[src/rtl/ht_pkg.sv]
package ht_pkg;
    localparam int COORD_W = 2;
    localparam int LEN_W   = 4;
    localparam int ADDR_W  = 24;
    localparam int TAG_W   = 2;
    localparam int FLIT_W  = TAG_W + 4 * COORD_W + LEN_W + ADDR_W;

    typedef enum logic [TAG_W-1:0] {
        FT_NONE = 2'b00,
        FT_HEAD = 2'b01,
        FT_DATA = 2'b10,
        FT_TAIL = 2'b11
    } ftag_e;

    typedef struct packed {
        ftag_e               tag;
        logic [COORD_W-1:0]  sx;
        logic [COORD_W-1:0]  sy;
        logic [COORD_W-1:0]  dx;
        logic [COORD_W-1:0]  dy;
        logic [LEN_W-1:0]    len;
        logic [ADDR_W-1:0]   addr;
    } flit_t;

    typedef enum logic [1:0] {
        SND_IDLE,
        SND_HEAD,
        SND_STREAM,
        SND_TAIL
    } snd_st_e;

    typedef enum logic {
        RCV_IDLE,
        RCV_ACTIVE
    } rcv_st_e;
endpackage

[src/rtl/ht_send_fsm.sv]
module ht_send_fsm
    import ht_pkg::*;
(
    input  logic               clk,
    input  logic               rst_n,
    input  logic [COORD_W-1:0] my_x,
    input  logic [COORD_W-1:0] my_y,
    input  logic               ev_req,
    input  logic [ADDR_W-1:0]  ev_addr,
    input  logic [LEN_W-1:0]   ev_len,
    input  logic [COORD_W-1:0] ev_dst_x,
    input  logic [COORD_W-1:0] ev_dst_y,
    input  logic               tx_ready,
    input  logic               tail_req,
    output logic               tx_valid,
    output flit_t              tx_flit,
    output logic               ev_stream
);
    snd_st_e state_q, state_d;
    flit_t   head_q, tail_q;

    // next-state decode
    always_comb begin
        state_d = state_q;
        unique case (state_q)
            SND_IDLE:   if (ev_req)   state_d = SND_HEAD;
            SND_HEAD:   if (tx_ready) state_d = SND_STREAM;
            SND_STREAM: if (tail_req) state_d = SND_TAIL;
            SND_TAIL:   if (tx_ready) state_d = SND_IDLE;
            default:                  state_d = SND_IDLE;
        endcase
    end

    // state register
    always_ff @(posedge clk or negedge rst_n) begin
        if (!rst_n) begin
            state_q <= SND_IDLE;
        end else begin
            state_q <= state_d;
        end
    end

    // head/tail pair: captured once per packet, in idle only
    always_ff @(posedge clk or negedge rst_n) begin
        if (!rst_n) begin
            head_q <= '0;
            tail_q <= '0;
        end else if (state_q == SND_IDLE && ev_req) begin
            head_q <= '{tag: FT_HEAD, sx: my_x, sy: my_y, dx: ev_dst_x,
                        dy: ev_dst_y, len: ev_len, addr: ev_addr};
            tail_q <= '{tag: FT_TAIL, sx: my_x, sy: my_y, dx: ev_dst_x,
                        dy: ev_dst_y, len: '0, addr: '0};
        end
    end

    // outputs
    always_comb begin
        tx_valid  = 1'b0;
        tx_flit   = '0;
        ev_stream = 1'b0;
        unique case (state_q)
            SND_IDLE:   ;
            SND_HEAD:   begin tx_valid = 1'b1; tx_flit = head_q; end
            SND_STREAM: ev_stream = 1'b1;
            SND_TAIL:   begin tx_valid = 1'b1; tx_flit = tail_q; end
            default:    ;
        endcase
    end
endmodule

[src/rtl/ht_recv_fsm.sv]
module ht_recv_fsm
    import ht_pkg::*;
(
    input  logic               clk,
    input  logic               rst_n,
    input  logic [COORD_W-1:0] my_x,
    input  logic [COORD_W-1:0] my_y,
    input  logic               rx_valid,
    input  flit_t              rx_flit,
    output logic               rcv_en,
    output logic [ADDR_W-1:0]  rcv_addr,
    output logic [LEN_W-1:0]   rcv_len,
    output logic [COORD_W-1:0] rcv_src_x,
    output logic [COORD_W-1:0] rcv_src_y,
    output logic               rcv_done
);
    rcv_st_e state_q, state_d;
    flit_t   head_q;
    logic    done_q;
    logic    head_hit, tail_hit;

    assign head_hit = rx_valid && (rx_flit.tag == FT_HEAD)
                      && (rx_flit.dx == my_x) && (rx_flit.dy == my_y);
    assign tail_hit = rx_valid && (rx_flit.tag == FT_TAIL);

    // next-state decode
    always_comb begin
        state_d = state_q;
        unique case (state_q)
            RCV_IDLE:   if (head_hit) state_d = RCV_ACTIVE;
            RCV_ACTIVE: if (tail_hit) state_d = RCV_IDLE;
            default:                  state_d = RCV_IDLE;
        endcase
    end

    // state register, captured head and done pulse
    always_ff @(posedge clk or negedge rst_n) begin
        if (!rst_n) begin
            state_q <= RCV_IDLE;
            head_q  <= '0;
            done_q  <= 1'b0;
        end else begin
            state_q <= state_d;
            done_q  <= (state_q == RCV_ACTIVE) && tail_hit;
            if (state_q == RCV_IDLE && head_hit) begin
                head_q <= rx_flit;
            end
        end
    end

    // outputs
    always_comb begin
        rcv_en    = 1'b0;
        rcv_addr  = '0;
        rcv_len   = '0;
        rcv_src_x = '0;
        rcv_src_y = '0;
        rcv_done  = done_q;
        unique case (state_q)
            RCV_IDLE:   ;
            RCV_ACTIVE: begin
                rcv_en    = 1'b1;
                rcv_addr  = head_q.addr;
                rcv_len   = head_q.len;
                rcv_src_x = head_q.sx;
                rcv_src_y = head_q.sy;
            end
            default:    ;
        endcase
    end
endmodule

[src/rtl/ht_netif.sv]
module ht_netif
    import ht_pkg::*;
(
    input  logic               clk,
    input  logic               rst_n,
    input  logic [COORD_W-1:0] my_x,
    input  logic [COORD_W-1:0] my_y,
    input  logic               ev_req,
    input  logic [ADDR_W-1:0]  ev_addr,
    input  logic [LEN_W-1:0]   ev_len,
    input  logic [COORD_W-1:0] ev_dst_x,
    input  logic [COORD_W-1:0] ev_dst_y,
    output logic               ev_stream,
    output logic               tx_valid,
    output logic [FLIT_W-1:0]  tx_flit,
    input  logic               tx_ready,
    input  logic               tail_req,
    input  logic               rx_valid,
    input  logic [FLIT_W-1:0]  rx_flit,
    output logic               rcv_en,
    output logic [ADDR_W-1:0]  rcv_addr,
    output logic [LEN_W-1:0]   rcv_len,
    output logic [COORD_W-1:0] rcv_src_x,
    output logic [COORD_W-1:0] rcv_src_y,
    output logic               rcv_done
);
    flit_t tx_flit_s;
    flit_t rx_flit_s;

    assign tx_flit   = tx_flit_s;
    assign rx_flit_s = rx_flit;

    ht_send_fsm u_send (
        .clk       (clk),
        .rst_n     (rst_n),
        .my_x      (my_x),
        .my_y      (my_y),
        .ev_req    (ev_req),
        .ev_addr   (ev_addr),
        .ev_len    (ev_len),
        .ev_dst_x  (ev_dst_x),
        .ev_dst_y  (ev_dst_y),
        .tx_ready  (tx_ready),
        .tail_req  (tail_req),
        .tx_valid  (tx_valid),
        .tx_flit   (tx_flit_s),
        .ev_stream (ev_stream)
    );

    ht_recv_fsm u_recv (
        .clk       (clk),
        .rst_n     (rst_n),
        .my_x      (my_x),
        .my_y      (my_y),
        .rx_valid  (rx_valid),
        .rx_flit   (rx_flit_s),
        .rcv_en    (rcv_en),
        .rcv_addr  (rcv_addr),
        .rcv_len   (rcv_len),
        .rcv_src_x (rcv_src_x),
        .rcv_src_y (rcv_src_y),
        .rcv_done  (rcv_done)
    );
endmodule

[config.mk]
export PLATFORM = sky130hd
export DESIGN_NAME = ht_netif
export DESIGN_NICKNAME = d
export VERILOG_FILES = /design/src/rtl/ht_pkg.sv /design/src/rtl/ht_send_fsm.sv /design/src/rtl/ht_recv_fsm.sv /design/src/rtl/ht_netif.sv
export SDC_FILE = /design/constraint.sdc
export NUM_CORES = 1
export LEC_CHECK = 0
export ABC_AREA = 1
export ABC_CLOCK_PERIOD_IN_PS = 2500
export BUFFER_PORTS_ARGS = -buffer_cell sky130_fd_sc_hd__buf_2
export CORE_MARGIN = 5
export CORE_UTILIZATION = 30
export CTS_CLUSTER_DIAMETER = 200
export DETAILED_ROUTE_END_ITERATION = 8
export MAX_ROUTING_LAYER = met4
export SLEW_MARGIN = 15
export SYNTH_ARGS = -nofsm -noshare
export SYNTH_HDL_FRONTEND = slang
export SYNTH_SLANG_ARGS = --single-unit
[constraint.sdc]
create_clock -name clk -period 2.5 [get_ports clk]
set_clock_uncertainty 0.2 [all_clocks]
set_input_delay 0.25 -clock clk [delete_from_list [all_inputs] [get_ports clk]]
set_output_delay 0.25 -clock clk [all_outputs]
set_load 0.005 [all_outputs]
==> results.md <==
* RSZ-0062 raised after global routing: no
* CTS tree: yes
* GPL Wtd Cong at 0.764
* Share of cells above drive strength 1 at 0.320
* Global-route wire length before repair at 17.2 mm
* Most area-consuming cells after synthesis: dfrtp_1 51%, nand2_1 16%, mux2_2 9.4%
* Total Wirelength at 10.5 mm
* Final instance area at 0.00537 sq mm
* Final HPWL DP at 7.31 mm
* Synth async-reset ratio at 1.00
* Setup WS pre-CTS at 0.543 ns
* DRC at 0
* Number of buffers added on ports at 153
* Post-DR wirelength/cell at 13.3 um
* Worst skew pair latency at 0.32 ns
* Setup ws final at 0.417 ns
* Fin crit share at 0.833
* Synthesized area per cell at 8.41 sq um
* Hold_ws at 0.00223 ns
* Detail Route Antenna Nets at 0
* Worst Setup End Kind: primary output
* DR vias/cell at 4.42
* Crit-path cells: ha_1 > buf_4 > nand2_1 > inv_1 > buf_2
* Synth Warn # at 0
* Total CTS buffers at 9
* Die Span X at 120 um
* Top-count cell post-synth: nand2_1
* Gr ovfl total at 0
* Pwr dens at 845 mW/mm^2
* Full die area at 0.0143 sq mm
* # clock sinks at 73
* Fill count at 1184
* Post-layout nets at 725
* GRT Util Overall at 0.152
* Initial antenna violation count at 0
* Ant diodes at 0
* Register clock-pin slew on the reported worst setup and hold paths at 0.05 ns
* Clk buf depth at 2
* Netlist cell types at 18
* Slowest library cell on the worst path: dfrtp_1
* Mapped cell area at 0.00361 sq mm
* Worst setup SP type: flop
* DRT Pass-1 Iters at 4
* DP Area at 0.00450 sq mm
* Post-Synthesis Cells at 429
* Setup Viol. Count Final at 0
* Slew at the pin with the worst max-slew slack at 0.941 ns
* Top_reg_cell synth: dfrtp_1
* Max Cap Viol at 0
* Relative slew margins at 0.373
* Max incr delay on CP at 0.49 ns
* CP required at 2.05 ns
* Yosys reg bits at 73
* Fmax achieved at 0.480 GHz
* Hold crit path type: in2reg
* Synth top area share at 0.506
* CTS H-tree depth at 3
* Via count of the first global-routing pass at 3635
* Top Ports at 154
* Worst EP arrival at 1.63 ns
* Cell taking the most area after synthesis: dfrtp_1
* Starting Density at 0.303
* # rows at 40
* Worst path bufs/invs at 3
* Max-slew violations at 0
* Die Height at 120 um
* Fin Setup TNS at 0 ns
* Post-Syn Nets at 514
* Status: complete, no violations
* Root buffer cell: clkbuf_16
* DR iter-0 viols at 225
* Largest net degree at the start of global routing at 74
* Crit Path Category: reg2out
* Crit Path Max Fanout at 28
* Core Region at 0.0119 sq mm
* Synth-to-Final Area Change at 48.9%
* EDFF count, synth at 0
* Top cell family by delay on the critical path: flip-flops
* Via Count at 3492
* Peak VDD IR at 343 uV
* Final hold violations at 0
* Synth top cells by count: 155 x nand2_1, 86 x inv_1, 73 x dfrtp_1
* Sequential-to-total area share from yosys stat at 0.506
* Min cycle time layout at 2.08 ns
* Leakage at 3.37 nW
path summary, 6_finish.rpt:
path / start / end / slack [ns] / cells past startpoint
worst min-delay path: rx_flit[33] / u_recv.head_q[33]$_DFFE_PN0P_ / 0.002 / 3
worst min register to register: u_recv.head_q[24]$_DFFE_PN0P_ / u_recv.head_q[24]$_DFFE_PN0P_ / 0.27 / 2
worst max register to register: u_send.state_q[0]$_DFFE_PN0P_ / u_send.head_q[26]$_DFFE_PN0P_ / 0.54 / 5
worst max-delay path: u_send.state_q[0]$_DFFE_PN0P_ / tx_flit[13] / 0.42 / 5
max in group asynchronous: rst_n / u_recv.head_q[17]$_DFFE_PN0P_ / 1.07 / 2
min in group asynchronous: rst_n / u_send.head_q[18]$_DFFE_PN0P_ / 0.40 / 2
metrics by stage:
stage | cells | power, mW | util
final | 790 | 4.54 | 0.451
after global routing | 790 | 4.86 | 0.451
after CTS | 790 | 4.58 | 0.451
after detailed placement | 713 | 3.39 | 0.377
after global placement | 713 | 3.32 | 0.377
after floorplan | 429 | 2.74 | -
flip-flops by register name (all words and copies together), names as in the netlist:
register / count
u_send.state_q: 2
u_send.head_q: 36
u_recv.rcv_done: 1
u_recv.head_q: 32
u_recv.state_q: 1
u_send.tail_q: 1
layout by cell type (no fill, tap or decap):
master,Yosys,layout
a21oi_1,4,4
clkinv_1,1,1
nor2_2,2,2
clkbuf_1,7,4
nand3_4,1,1
buf_2,12,152
nand2_2,0,1
xnor2_2,1,1
nor2_4,1,1
clkbuf_16,0,9
buf_4,0,7
clkinv_2,0,1
nand4_1,32,32
nor2_1,10,10
buf_12,0,1
inv_1,86,86
nand3_1,1,1
nand2_1,155,154
dfrtp_1,73,73
dlygate4sd3_1,0,63
mux2_2,30,30
o21ai_0,4,4
ha_1,5,5
layout make-up:
class                   instances  area, sq um  area share
multi-input cells             246         1330       0.247
repair buffers                223         1460       0.273
clock inverters                 1         5.00    0.000932
clock buffers                  13          240      0.0447
flip-flops and latches         73         1830       0.340
well taps                     147          184      0.0342
inverters                      87          327      0.0608
kinds of logic after synthesis:
kind of cell	Yosys count	share of synthesized area
simple gates	202	0.240
fa+ha+maj	5	0.0173
flops	73	0.506
xor+xnor	1	0.00451
compound gates	8	0.0111
mux	30	0.0937
buf+inv	110	0.127
where the power goes:
group | total [mW] | switching [mW] | internal, mW
logic | 1.60 | 0.817 | 0.781
clock network | 1.11 | 0.446 | 0.660
registers | 1.84 | 0.226 | 1.61
total | 4.54 | 1.49 | 3.05
worst reg2reg max path: stages, from the launching register on:
cell	delay, ns
dfrtp_1	0.49
inv_1	0.13
ha_1	0.25
nand2_2	0.16
buf_12	0.24
mux2_2	0.38
per-layer routing:
metal | vias up | track usage | part of all wire
met5 | - | - | 0
met4 | 0 | 0.0551 | 0.018
met3 | 17 | 0.0325 | 0.039
met2 | 81 | 0.272 | 0.54
met1 | 1677 | 0.166 | 0.40
li1 | 1717 | - | -
timing repair:
action                                 CTS  global route
setup endpoints to repair                0             0
endpoints found under the hold margin  135             0
gates resized for setup                  0             0
setup buffers                            0             0
hold buffers                            63             0
Power figures use the tool's default switching activity.
